**src/rtl/init_seq_pkg.sv**
```systemverilog
package init_seq_pkg;
  typedef enum logic [3:0] {
    OP_NONE   = 4'd0,
    OP_SETR   = 4'd1,
    OP_CLRR   = 4'd2,
    OP_REGWR  = 4'd3,
    OP_PDNX   = 4'd4,
    OP_SETF   = 4'd5,
    OP_CAL    = 4'd6,
    OP_CALSAM = 4'd7,
    OP_TCAL   = 4'd8,
    OP_REF    = 4'd9,
    OP_MWR    = 4'd10,
    OP_MRD    = 4'd11
  } cmd_op_e;

  localparam int CFG_W   = 64;
  localparam int NUM_FLD = 6;
  localparam int FLD_LO [NUM_FLD] = '{0, 4, 28, 40, 48, 56};
  localparam int FLD_HI [NUM_FLD] = '{3, 27, 39, 47, 55, 63};
endpackage

```
**src/rtl/init_down_cnt.sv**
```systemverilog
module init_down_cnt #(
  parameter int W = 8
) (
  input  logic         clk_i,
  input  logic         rst_ni,
  input  logic         load_i,
  input  logic [W-1:0] val_i,
  input  logic         dec_i,
  output logic         last_o
);
  logic [W-1:0] cnt_q;

  always_ff @(posedge clk_i or negedge rst_ni) begin
    if (!rst_ni)     cnt_q <= '0;
    else if (load_i) cnt_q <= val_i;
    else if (dec_i)  cnt_q <= cnt_q - 1'b1;
  end

  assign last_o = (cnt_q == '0);


  cnt_no_wrap_chk: assert property (@(posedge clk_i) disable iff (!rst_ni)
    dec_i && !load_i |-> !last_o);
endmodule

```
**src/rtl/init_cfg_builder.sv**
```systemverilog
module init_cfg_builder
  import init_seq_pkg::*;
(
  input  logic             clk_i,
  input  logic             rst_ni,
  input  logic             clr_i,
  input  logic             wr_i,
  input  logic [2:0]       fld_i,
  input  logic [CFG_W-1:0] cap_i,
  output logic [CFG_W-1:0] cfg_o
);
  logic [CFG_W-1:0] fld_mask [NUM_FLD];
  logic [CFG_W-1:0] cfg_q;
  logic [CFG_W-1:0] sel_mask;

  for (genvar g = 0; g < NUM_FLD; g++) begin : g_mask
    localparam int LEN = FLD_HI[g] - FLD_LO[g] + 1;
    assign fld_mask[g] = ((CFG_W'(1) << LEN) - CFG_W'(1)) << FLD_LO[g];
  end

  always_comb begin
    sel_mask = '0;
    for (int i = 0; i < NUM_FLD; i++)
      if (fld_i == 3'(i)) sel_mask = fld_mask[i];
  end

  always_ff @(posedge clk_i or negedge rst_ni) begin
    if (!rst_ni)    cfg_q <= '0;
    else if (clr_i) cfg_q <= '0;
    else if (wr_i)  cfg_q <= (cfg_q & ~sel_mask) | (cap_i & sel_mask);
  end

  assign cfg_o = cfg_q;


  cfg_hold_chk: assert property (@(posedge clk_i) disable iff (!rst_ni)
    !clr_i && !wr_i |=> $stable(cfg_o));
endmodule

```
**src/rtl/mem_chan_init_seq.sv**
```systemverilog
module mem_chan_init_seq
  import init_seq_pkg::*;
#(
  parameter int          N_DEV      = 4,
  parameter int          CAL_OPS    = 128,
  parameter int          REF_CNT    = 192,
  parameter int          ADDR_W     = 8,
  parameter int          DATA_W     = 16,
  parameter logic [7:0]  ADDR_CCA   = 8'h43,
  parameter logic [7:0]  ADDR_CCB   = 8'h44,
  parameter logic [7:0]  ADDR_INIT  = 8'h21,
  parameter logic [15:0] CC_MIN     = 16'h0010,
  parameter logic [15:0] CC_MAX     = 16'h0070,
  parameter logic [15:0] INIT_FINAL = 16'h00E5,
  parameter logic [15:0] PROBE_PAT  = 16'hA5C3,
  localparam int         DEV_W      = (N_DEV > 1) ? $clog2(N_DEV) : 1
) (
  input  logic              clk_i,
  input  logic              rst_ni,
  input  logic              start_i,
  input  logic [63:0]       cap_i,
  input  logic              cmd_ack_i,
  output logic              cmd_valid_o,
  output logic [3:0]        cmd_op_o,
  output logic [DEV_W-1:0]  cmd_dev_o,
  output logic              cmd_bcast_o,
  output logic [ADDR_W-1:0] cmd_addr_o,
  output logic [DATA_W-1:0] cmd_data_o,
  output logic [63:0]       cfg_o,
  output logic              done_o
);
  localparam int CAL_W = $clog2(CAL_OPS + 1);
  localparam int REF_W = $clog2(REF_CNT + 1);
  localparam logic [16:0] CC_SUM = {1'b0, CC_MIN} + {1'b0, CC_MAX};
  localparam logic [15:0] CC_MID = CC_SUM[16:1];

  typedef enum logic [3:0] {
    S_IDLE, S_SETR, S_CLRR, S_CCA, S_CCB, S_PDNX, S_SETF, S_CFG,
    S_CAL, S_TCAL, S_REF, S_MWR, S_MRD, S_FIN, S_DONE
  } state_e;

  state_e           state_q;
  logic [DEV_W-1:0] dev_q;
  logic [2:0]       fld_q;
  logic [1:0]       sub_q;
  logic             acc, dev_last, cal_last, ref_last;
  logic             cal_load, cal_dec, ref_load, ref_dec;
  cmd_op_e          op;

  assign acc      = cmd_valid_o & cmd_ack_i;
  assign dev_last = (dev_q == DEV_W'(N_DEV - 1));

  always_comb begin
    cmd_valid_o = 1'b1;
    cmd_bcast_o = 1'b0;
    op          = OP_NONE;
    cmd_addr_o  = '0;
    cmd_data_o  = '0;
    unique case (state_q)
      S_SETR: op = OP_SETR;
      S_CLRR: op = OP_CLRR;
      S_CCA:  begin op = OP_REGWR; cmd_addr_o = ADDR_W'(ADDR_CCA); cmd_data_o = DATA_W'(CC_MID); end
      S_CCB:  begin op = OP_REGWR; cmd_addr_o = ADDR_W'(ADDR_CCB); cmd_data_o = DATA_W'(CC_MID); end
      S_PDNX: begin op = OP_PDNX; cmd_bcast_o = 1'b1; end
      S_SETF: op = OP_SETF;
      S_CAL:  begin op = (sub_q == 2'd3) ? OP_CALSAM : OP_CAL; cmd_bcast_o = 1'b1; end
      S_TCAL: begin op = OP_TCAL; cmd_bcast_o = 1'b1; end
      S_REF:  begin op = OP_REF; cmd_bcast_o = 1'b1; end
      S_MWR:  begin op = OP_MWR; cmd_data_o = DATA_W'(PROBE_PAT); end
      S_MRD:  op = OP_MRD;
      S_FIN:  begin op = OP_REGWR; cmd_addr_o = ADDR_W'(ADDR_INIT); cmd_data_o = DATA_W'(INIT_FINAL); end
      default: cmd_valid_o = 1'b0;
    endcase
  end

  assign cmd_op_o  = op;
  assign cmd_dev_o = cmd_bcast_o ? '0 : dev_q;
  assign done_o    = (state_q == S_DONE);

  // burst counters
  assign cal_load = (state_q == S_CFG) && (fld_q == 3'(NUM_FLD - 1));
  assign cal_dec  = (state_q == S_CAL) && acc && (sub_q == 2'd3) && !cal_last;
  assign ref_load = (state_q == S_TCAL) && acc;
  assign ref_dec  = (state_q == S_REF) && acc && !ref_last;

  init_down_cnt #(.W(CAL_W)) u_cal_cnt (
    .clk_i, .rst_ni, .load_i(cal_load), .val_i(CAL_W'(CAL_OPS - 1)),
    .dec_i(cal_dec), .last_o(cal_last)
  );

  init_down_cnt #(.W(REF_W)) u_ref_cnt (
    .clk_i, .rst_ni, .load_i(ref_load), .val_i(REF_W'(REF_CNT - 1)),
    .dec_i(ref_dec), .last_o(ref_last)
  );

  init_cfg_builder u_cfg (
    .clk_i, .rst_ni,
    .clr_i(state_q == S_IDLE && start_i),
    .wr_i (state_q == S_CFG),
    .fld_i(fld_q),
    .cap_i,
    .cfg_o
  );

  always_ff @(posedge clk_i or negedge rst_ni) begin
    if (!rst_ni) begin
      state_q <= S_IDLE;
      dev_q   <= '0;
      fld_q   <= '0;
      sub_q   <= '0;
    end else begin
      // per-device stepping on the last command of each device
      if (acc && (state_q inside {S_CLRR, S_CCB, S_SETF, S_MRD, S_FIN}))
        dev_q <= dev_last ? '0 : dev_q + 1'b1;
      unique case (state_q)
        S_IDLE: if (start_i) begin state_q <= S_SETR; dev_q <= '0; end
        S_SETR: if (acc) state_q <= S_CLRR;
        S_CLRR: if (acc) state_q <= dev_last ? S_CCA : S_SETR;
        S_CCA:  if (acc) state_q <= S_CCB;
        S_CCB:  if (acc) state_q <= dev_last ? S_PDNX : S_CCA;
        S_PDNX: if (acc) state_q <= S_SETF;
        S_SETF: if (acc) begin
                  if (dev_last) begin state_q <= S_CFG; fld_q <= '0; end
                end
        S_CFG:  if (fld_q == 3'(NUM_FLD - 1)) begin state_q <= S_CAL; sub_q <= '0; end
                else fld_q <= fld_q + 1'b1;
        S_CAL:  if (acc) begin
                  sub_q <= sub_q + 1'b1;
                  if (sub_q == 2'd3 && cal_last) state_q <= S_TCAL;
                end
        S_TCAL: if (acc) state_q <= S_REF;
        S_REF:  if (acc && ref_last) state_q <= S_MWR;
        S_MWR:  if (acc) state_q <= S_MRD;
        S_MRD:  if (acc) state_q <= dev_last ? S_FIN : S_MWR;
        S_FIN:  if (acc && dev_last) state_q <= S_DONE;
        S_DONE: state_q <= S_IDLE;
        default: state_q <= S_IDLE;
      endcase
    end
  end


  req_hold_chk: assert property (@(posedge clk_i) disable iff (!rst_ni)
    cmd_valid_o && !cmd_ack_i |=> cmd_valid_o && $stable(cmd_op_o) &&
      $stable(cmd_dev_o) && $stable(cmd_addr_o) && $stable(cmd_data_o));


  done_pulse_chk: assert property (@(posedge clk_i) disable iff (!rst_ni)
    done_o |=> !done_o && !cmd_valid_o);


  ref_bcast_chk: assert property (@(posedge clk_i) disable iff (!rst_ni)
    cmd_valid_o && (cmd_op_o == OP_REF) |-> cmd_bcast_o && (cmd_dev_o == '0));


  cfg_quiet_chk: assert property (@(posedge clk_i) disable iff (!rst_ni)
    cmd_valid_o && $past(cmd_valid_o) |-> $stable(cfg_o));


  start_ignored_chk: assert property (@(posedge clk_i) disable iff (!rst_ni)
    cmd_valid_o && start_i && !cmd_ack_i |=> $stable(cmd_op_o));
endmodule

```
**config.mk**
```make
export PLATFORM = sky130hd
export DESIGN_NAME = mem_chan_init_seq
export DESIGN_NICKNAME = d
export VERILOG_FILES = /design/src/rtl/init_seq_pkg.sv /design/src/rtl/init_down_cnt.sv /design/src/rtl/init_cfg_builder.sv /design/src/rtl/mem_chan_init_seq.sv
export SDC_FILE = /design/constraint.sdc
export NUM_CORES = 1
export LEC_CHECK = 0
export CORE_MARGIN = 8
export CORE_UTILIZATION = 40
export CTS_CLUSTER_DIAMETER = 40
export DETAILED_ROUTE_END_ITERATION = 7
export GPL_TIMING_DRIVEN = 0
export MAX_ROUTING_LAYER = met4
export PLACE_DENSITY = 0.73
export SLEW_MARGIN = 15
export SYNTH_ARGS = -nofsm -noshare
export SYNTH_HDL_FRONTEND = slang
export SYNTH_SLANG_ARGS = --single-unit
```
**constraint.sdc**
```tcl
create_clock -name clk_i -period 3 [get_ports clk_i]
set_clock_uncertainty 0.2 [all_clocks]
set_input_delay 0.6 -clock clk_i [delete_from_list [all_inputs] [get_ports clk_i]]
set_output_delay 0.6 -clock clk_i [all_outputs]
set_load 0.1 [all_outputs]
```
==> metrics.csv, run 1 <==
metric,value,unit
synth_area,0.00445,mm^2
worst_pin_slew,1.02,ns
grt_max_degree,60,
worstPathArrival,2.08,ns
syn_avg_cell_area,10.6,um^2
ys_warn_count,0,
cts_max_level,3,
diodes,0,
worstReg2RegEnd,u_cfg.cfg_o[10],
cts_made_buffers,9,
ys_seq_elements,91,
die_area,0.0147,mm^2
pin_count,165,
grt_antenna_before_repair,0,
grt_pass1_vias,3910,
hold_violations,0,
reg2reg_slack,0.50,ns
netlist_instances,418,
synth_top_cell_by_area,dfrtp_1,
firstDrtPassIters,4,
path_clk_slew,0.09,ns
slew_viol_final,0,
hold_path_end,sub_q[0],
num_rows,38,
min-delay-start,sub_q[0],
finalSetupViolations,0,
drv_cap,0,
synth_cell_type_count,53,
root_buffer,clkbuf_8,
relSlewSlack,0.317,
finalCritPeriodShare,0.961,
fin_nets,672,
finalSetupTns,0,ns
ys_seq_area_frac,0.512,
clock-sinks,91,
vias,3745,
start_util,0.410,
rsz0062_at_grt,false,
end_kind,primary output,
drt-total-wl,12500,um
drtIter0Drc,216,
fp.dieW,121,um
avgViaCountPerCell,5.07,
cts_tree,built,
place_congestion,0.845,
synthArstFlopShare,1.00,
fp.coreArea,0.0108,mm^2
start_kind,register,
yosysTopAreaCellShare,0.512,
grt.total_usage,0.173,
reg2reg_depth,8,
drc,0,
layout_common_cells,"clkdlybuf4s50_1 (130), dfrtp_1 (91), a22o_1 (44)",
overflow,0,
r2r_start,fld_q[0],
crit_fanout,12,
grt_pass1_wl,20100,um
fp.dieH,121,um
worstSetupPathType,reg2out,
period_needed,2.88,ns
dp_hpwl,9480,um
status,completed,
drive_above_1_share,0.167,
post_cts_buffers,0,
drtAntennaViolNets,0,
whs_path_depth,1,
wire_per_inst,16.9,um
synth_edf_count,0,
numPortBuffers,155,
layout_commonest_cell,clkdlybuf4s50_1,
syn_to_final_growth,45.5,%
clock_latency,0.35,ns
hold_ws,0.306,ns
cp_data_required_time,2.20,ns
hold_path.class,reg2reg,
ys.flop_type,dfrtp_1,
synth.top_cells.by_area,"dfrtp_1 (51%), a22o_1 (8.7%), mux2i_1 (5.0%), nor2_1 (3.5%), ha_1 (3.1%)",
fmax,347,MHz
clock_path_buffers,2,
-- flip-flops by register name, summed over array words and instances (netlist names) --
| register | flops |
|---|---|
| u_cfg.cfg_o | 64 |
| u_cal_cnt.cnt_q | 8 |
| u_ref_cnt.cnt_q | 8 |
| state_q | 4 |
| fld_q | 3 |
| dev_q | 2 |
| sub_q | 2 |
-- through the flow --
| stage | area [um^2] | cells | setup slack, ns | util |
|---|---|---|---|---|
| 6_report | 6470 | 738 | 0.116 | 0.597 |
| 5_1_grt | 6470 | 738 | 0.0199 | 0.597 |
| 4_1_cts | 6440 | 738 | 0.0205 | 0.594 |
| 3_5_place_dp | 6270 | 722 | -0.645 | 0.579 |
| 3_3_place_gp | 6250 | 721 | -2.16 | 0.577 |
| 2_1_floorplan | 4520 | 426 | -0.524 | - |
-- per-layer routing --
metal,share of wire,vias to the layer above,global-route usage
li1,-,1818,-
met1,0.45,1798,0.216
met2,0.49,118,0.279
met3,0.053,11,0.0349
met4,0.011,0,0.0501
met5,0,-,-
-- cells in the mapped netlist (2+ instances only) --
library cell	instances
o21a_1	2
dfrtp_1	91
buf_1	2
ha_1	11
a2111oi_2	2
clkbuf_1	11
mux2i_1	22
nand2b_1	4
and2_1	3
xor2_1	4
a22o_1	44
a21o_1	3
buf_4	18
nand2_1	21
nand4_1	2
buf_2	9
nor3b_1	6
nor2b_1	8
mux2_2	2
or3_1	3
o21ai_0	19
o21ai_1	2
nor3_1	4
inv_1	18
nand3_1	8
xnor2_1	6
and3_1	4
nand4b_1	2
or2_2	2
o22ai_1	3
nor2_1	41
a211oi_1	5
a21oi_1	16
-- worst max-delay path: stages, from the launching register on --
cell and delay (ns):
dfrtp_1 0.38, buf_2 0.17, buf_2 0.20, inv_1 0.15, nand2_2 0.21, o22ai_2 0.22, buf_4 0.13, buf_4 0.27
-- final cells by class --
class / count / area (um^2)
Buffer: 39 / 233
Inverter: 18 / 67.6
Fill cell: 929 / 4370
Clock inverter: 4 / 56.3
Timing Repair Buffer: 157 / 1530
Clock buffer: 12 / 155
Sequential cell: 91 / 2280
Tap cell: 140 / 175
Multi-Input combinational cell: 277 / 1970
-- cells by family (layout without fill, tap and decap cells) --
family | Yosys count | count (layout) | share of synthesized area
compound gates | 106 | 106 | 0.180
xor+xnor | 10 | 10 | 0.0197
fa+ha+maj | 11 | 11 | 0.0310
buf+inv | 58 | 230 | 0.0667
flops | 91 | 91 | 0.512
mux | 24 | 24 | 0.0546
other cells | 1 | 9 | 0.000844
simple gates | 117 | 117 | 0.135
-- worst max path at each step --
stage                     startpoint                 end  slack (ns)  depth (start not counted)
final                     state_q[1]       cmd_data_o[7]        0.12                          7
after global routing      state_q[2]              done_o        0.02                          5
after CTS                 state_q[1]         cmd_valid_o        0.02                          7
after detailed placement  state_q[2]         cmd_op_o[1]       -0.64                          6
after global placement        rst_ni  u_ref_cnt.cnt_q[6]       -2.16                          1
after floorplan           state_q[2]        cmd_dev_o[0]       -0.52                          6
-- what timing repair did --
action | in CTS | in global routing
endpoints found under the hold margin | 32 | 0
gates cloned | 0 | 0
setup endpoints to repair | 24 | 17
resized for setup | 133 | 21
hold buffers | 1 | 0
Power of run 1 is left out: the tool's default activity adds up to more than one toggle a clock period on the data nets, which glitch-free logic cannot reach.
==> run 2: changes to the inputs <==
Settings changed: PLACE_DENSITY 0.73 to 0.7.
==> run 2 against run 1 <==
- global-route usage is 0.12 points lower
- non-clock buffer count decreased by 1
- setup slack got worse by 0.0021 ns
- final cell count shrank 0.27%
- die area did not move
- sequential share of layout area increased by 0.36 points
==> metrics.csv, run 2 (synthesized netlist as in run 1, its figures left out) <==
metric,value,unit,change
met2_length,6070,um,+0.30%
period_needed,2.89,ns,+0.00214 ns
fp.coreArea,0.0108,mm^2,unchanged
avgViaCountPerCell,5.10,,+0.54%
crit_fanout,10,,-2
root_buffer,clkbuf_8,,
placed_area,0.00627,mm^2,-0.12%
crit_slowest_cell,dfrtp_1,,
layout_commonest_cell,clkdlybuf4s50_1,,
clock_path_buffers,2,,unchanged
pin_count,165,,unchanged
grt.total_usage,0.172,,-0.00119
cts_max_level,3,,unchanged
grt_antenna_before_repair,0,,unchanged
status,completed,,
drv_cap,0,,unchanged
wire_per_inst,16.7,um,-0.94%
worstSetupPathType,reg2out,,
start_kind,register,,
diodes,0,,unchanged
fin_nets,671,,-0.15%
hold_path.class,in2async,,
rsz0062_at_grt,false,,
fmax,346,MHz,about the same
drtIter0Drc,173,,-20%
drc,0,,unchanged
hold_violations,0,,unchanged
fp.dieH,121,um,unchanged
syn_to_final_growth,44.0,%,
relSlewSlack,0.321,,+0.00384
overflow,0,,unchanged
drt-total-wl,12300,um,-1.2%
wl_met3,757,um,+15%
post_cts_buffers,0,,unchanged
worstPathArrival,2.09,ns,about the same
firstDrtPassIters,4,,unchanged
met1_length,5370,um,-4.3%
drtAntennaViolNets,0,,unchanged
finalSetupViolations,0,,unchanged
fp.dieW,121,um,unchanged
clock_latency,0.35,ns,about the same
cp_data_required_time,2.20,ns,about the same
worst_pin_slew,1.02,ns,-0.00575 ns
layout_common_cells,"clkdlybuf4s50_1 (130), dfrtp_1 (91), a22o_1 (44)",,
grt_pass1_wl,20100,um,+0.14%
finalCritPeriodShare,0.962,,about the same
slew_viol_final,0,,unchanged
drive_above_1_share,0.164,,-0.00279
place_congestion,0.840,,-0.58%
numPortBuffers,155,,unchanged
grt_max_degree,50,,-17%
dp_hpwl,9550,um,+0.75%
cp_top_family,buffers and inverters,,
fin_area,0.00640,mm^2,-1.0%
path_clk_slew,0.09,ns,about the same
cp.buffers_inverters,3,,-2
cts_made_buffers,9,,unchanged
critPathMaxStageDelay,0.33,ns,-0.05 ns
cts_hold_repair.buffers,0,,-1
start_util,0.410,,unchanged
pre_cts_ws,-0.656,ns,-0.0115 ns
hold_ws,0.0492,ns,-0.257 ns
die_area,0.0147,mm^2,unchanged
cts_tree,built,,
clock-sinks,91,,unchanged
top_layer,met4,,
grt_pass1_vias,3891,,-0.49%
largest_reg_flops,64,,unchanged
vias,3755,,+0.27%
num_rows,38,,unchanged
finalWorstSetupSlack,0.113,ns,-0.00214 ns
end_kind,primary output,,
crit_chain,"buf_2, clkbuf_2, nor2b_2, a21oi_1, a21oi_4, nor2b_1, buf_4",,
-- run 2: worst register-to-register path: cells and delay by family, from the launching register on --
family / cells / cell delay, ns
buf+inv: 2 / 0.66
fa+ha+maj: 2 / 0.46
simple gates: 3 / 0.52
flops: 1 / 0.44
compound gates: 1 / 0.23
-- run 2: per-stage QoR --
step / utilization / TNS [ns] / cells
after floorplan: - / -1.78 / 426
after global placement: 0.577 / -205.85 / 721
after detailed placement: 0.578 / -9.76 / 722
after CTS: 0.589 / 0 / 736
final: 0.591 / 0 / 736
after global routing: 0.591 / 0 / 736
-- run 2: what timing repair did --
item,CTS,global route
setup endpoints to repair,24,18
gates resized for setup,137,15
endpoints found under the hold margin,0,0
-- run 2: path summary, 6_finish.rpt --
| check | start | cells after the start | slack [ns] | to |
|---|---|---|---|---|
| hold reg to reg | u_cfg.cfg_o[51] | 1 | 0.30 | u_cfg.cfg_o[51] |
| hold / removal | rst_ni | 1 | 0.05 | u_cfg.cfg_o[17] |
| min in group clk_i | u_cfg.cfg_o[51] | 1 | 0.30 | u_cfg.cfg_o[51] |
| max in group asynchronous | rst_ni | 2 | 1.91 | u_cfg.cfg_o[36] |
| setup reg to reg | fld_q[0] | 8 | 0.43 | u_cfg.cfg_o[25] |
| setup / recovery | state_q[3] | 7 | 0.11 | cmd_dev_o[0] |
-- run 2: cell type report --
type                    instances  area [um^2]
multi-input cells             277         1970
flip-flops and latches         91         2280
clock buffers                   9          124
well taps                     140          175
fillers                       966         4440
inverters                      18         67.6
clock inverters                 6         48.8
plain buffers                  39          233
repair buffers                156         1510
-- run 2: per-layer routing --
layer,global-route usage,vias up
met4,0.0439,0
met3,0.0363,11
met2,0.283,119
li1,-,1811
met5,-,-
met1,0.211,1814
Power of run 2 is left out for the same reason.
==> run 3: changes to the inputs <==
Settings changed: SYNTH_HIERARCHICAL set to 1.
==> run 3 against run 2 <==
- final cell count grew 1.9%
- core utilization grew 1.1 points
- die area grew 4.0%
- setup slack lost 0.032 ns
- highest routed layer unchanged
- synthesized area grew 4.6%
- fmax shrank 1.1%
==> metrics.csv, run 3 <==
metric,value,unit,change
finalCritPeriodShare,0.973,,+0.0106
drv_cap,0,,unchanged
clock-sinks,91,,unchanged
drt-total-wl,13100,um,+6.7%
synth_area,0.00465,mm^2,+4.6%
relSlewSlack,0.311,,-0.0100
fin_nets,678,,+1.0%
end_kind,primary output,,
worstSetupPathType,reg2out,,
avgViaCountPerCell,5.32,,+4.2%
place_congestion,0.850,,+1.2%
syn_avg_cell_area,11.3,um^2,+6.4%
rsz0062_at_grt,false,,
vias,3989,,+6.2%
start_kind,register,,
hold_violations,0,,unchanged
syn_to_final_growth,47.1,%,
drtAntennaViolNets,0,,unchanged
synth.most_common_cell,dfrtp_1,,
grt_max_degree,47,,-6.0%
synth_edf_count,0,,unchanged
pin_count,165,,unchanged
cp_data_required_time,2.20,ns,about the same
numPortBuffers,154,,-0.65%
finalSetupTns,0,ns,unchanged
period_needed,2.92,ns,+0.0318 ns
diodes,0,,unchanged
cp.depth,6,,-1
path_clk_slew,0.06,ns,-0.03 ns
synth_xor_area_frac,0.0188,,-0.000864
synthAdderAreaFrac,0.0215,,-0.00943
ys_warn_count,6,,+6
fmax,343,MHz,-1.1%
netlist_instances,411,,-1.7%
crit_chain,"buf_2, buf_2, nand2_1, a211oi_1, a21o_1, buf_2",,
hold_path.class,in2async,,
slew_viol_final,0,,unchanged
drc,0,,unchanged
ys_seq_area_frac,0.490,,-0.0225
yosys-mux-area-fraction,0.0151,,-0.0395
finalSetupViolations,0,,unchanged
firstDrtPassIters,4,,unchanged
fp.coreArea,0.0114,mm^2,+4.9%
fp.dieW,124,um,+2.0%
grt_antenna_before_repair,0,,unchanged
synth_simple_gate_area_frac,0.158,,+0.0229
overflow,0,,unchanged
hold_ws,0.0650,ns,+0.0158 ns
drive_above_1_share,0.277,,+0.112
status,completed,,
synth_cell_type_count,61,,+15%
wire_per_inst,17.5,um,+4.7%
cp_top_family,buffers and inverters,,
pre_cts_ws,-0.491,ns,+0.165 ns
grt.total_usage,0.177,,+0.00447
synthArstFlopShare,1.00,,unchanged
cp.buffers_inverters,3,,unchanged
crit_fanout,10,,unchanged
yosysTopAreaCellShare,0.490,,-0.0225
worstPathArrival,2.12,ns,+0.03 ns
fp.dieH,124,um,+2.0%
dp_hpwl,9910,um,+3.8%
ys_seq_elements,91,,unchanged
reg2reg_depth,8,,unchanged
clock_latency,0.33,ns,-0.02 ns
critPathMaxStageDelay,0.41,ns,+0.08 ns
cts_tree,built,,
crit_slowest_cell,buf_2,,
start_util,0.409,,-0.00115
grt_pass1_vias,3969,,+2.0%
layout_common_cells,"clkdlybuf4s50_1 (129), dfrtp_1 (91), o221a_2 (55)",,
layout_commonest_cell,clkdlybuf4s50_1,,
synth_top_cell_by_area,dfrtp_1,,
synth_top_family_by_area,compound AO/OA/AOI/OAI gates,,
die_area,0.0153,mm^2,+4.0%
crit_top_cell,buf_2,,
synth_compound_gate_area_share,0.230,,+0.0497
cts_made_buffers,9,,unchanged
synth.top_cells.by_area,"dfrtp_1 (49%), o221a_2 (13%), buf_4 (3.2%), o21ai_0 (3.0%), nand2_1 (2.3%)",,
drtIter0Drc,226,,+31%
largest_reg_flops,64,,unchanged
root_buffer,clkbuf_16,,
synthTopCellsByCount,"dfrtp_1 (91), o221a_2 (55), nand2_1 (29)",,
ys.flop_type,dfrtp_1,,
worst_pin_slew,1.03,ns,+0.0150 ns
num_rows,39,,+2.6%
post-route-util,0.602,,+0.0109
clock_path_buffers,2,,unchanged
finalWorstSetupSlack,0.0816,ns,-0.0318 ns
cts_max_level,3,,unchanged
grt_pass1_wl,21000,um,+4.3%
==> run 3: timing repair <==
item                       CTS  global route
buffers inserted             0             2
resized for setup           96            26
hold buffers                 0             0
pin swaps                    0             1
setup endpoints to repair   25            19
==> run 3: final timing paths <==
kind / start / endpoint / slack [ns]
max in group asynchronous: rst_ni / u_ref_cnt/cnt_q[6] / 1.90
min in group clk_i: u_cfg/cfg_o[1] / u_cfg/cfg_o[1] / 0.32
worst min-delay path: rst_ni / u_cfg/cfg_o[31] / 0.07
worst max register to register: state_q[2] / u_cal_cnt/cnt_q[5] / 0.16
worst max-delay path: state_q[3] / cmd_op_o[1] / 0.08
worst min register to register: u_cfg/cfg_o[1] / u_cfg/cfg_o[1] / 0.32
==> run 3: area by class of cell <==
type                       count  area (um^2)
multi-input combinational    292         2260
sequential                    91         2280
clock buffer                  15          278
timing repair buffer         157         1500
tap                          143          179
fill                         963         4530
inverter                       9         33.8
buffer                        42          277
clock inverter                 1         30.0
==> run 3: cell families (layout without fill, tap and decap cells) <==
group	Yosys count	after routing
AO/OA/AOI/OAI	119	119
AND/OR/NAND/NOR	123	123
XOR/XNOR	10	10
other	2	25
adder cells (fa/ha/maj)	8	8
buffers and inverters	51	224
multiplexers	7	7
flip-flops	91	91
==> run 3: through the flow <==
stage,instances,area [um^2]
6_report,750,6840
5_1_grt,750,6840
4_1_cts,748,6840
3_5_place_dp,732,6560
3_3_place_gp,731,6530
2_1_floorplan,434,4810
==> run 3: metal layers <==
metal  global-route usage  routed length, um
met1                0.226               5720
met4               0.0572                187
met3               0.0390               1090
met2                0.273               6140
met5                    -                  0
Power of run 3 is left out for the same reason.
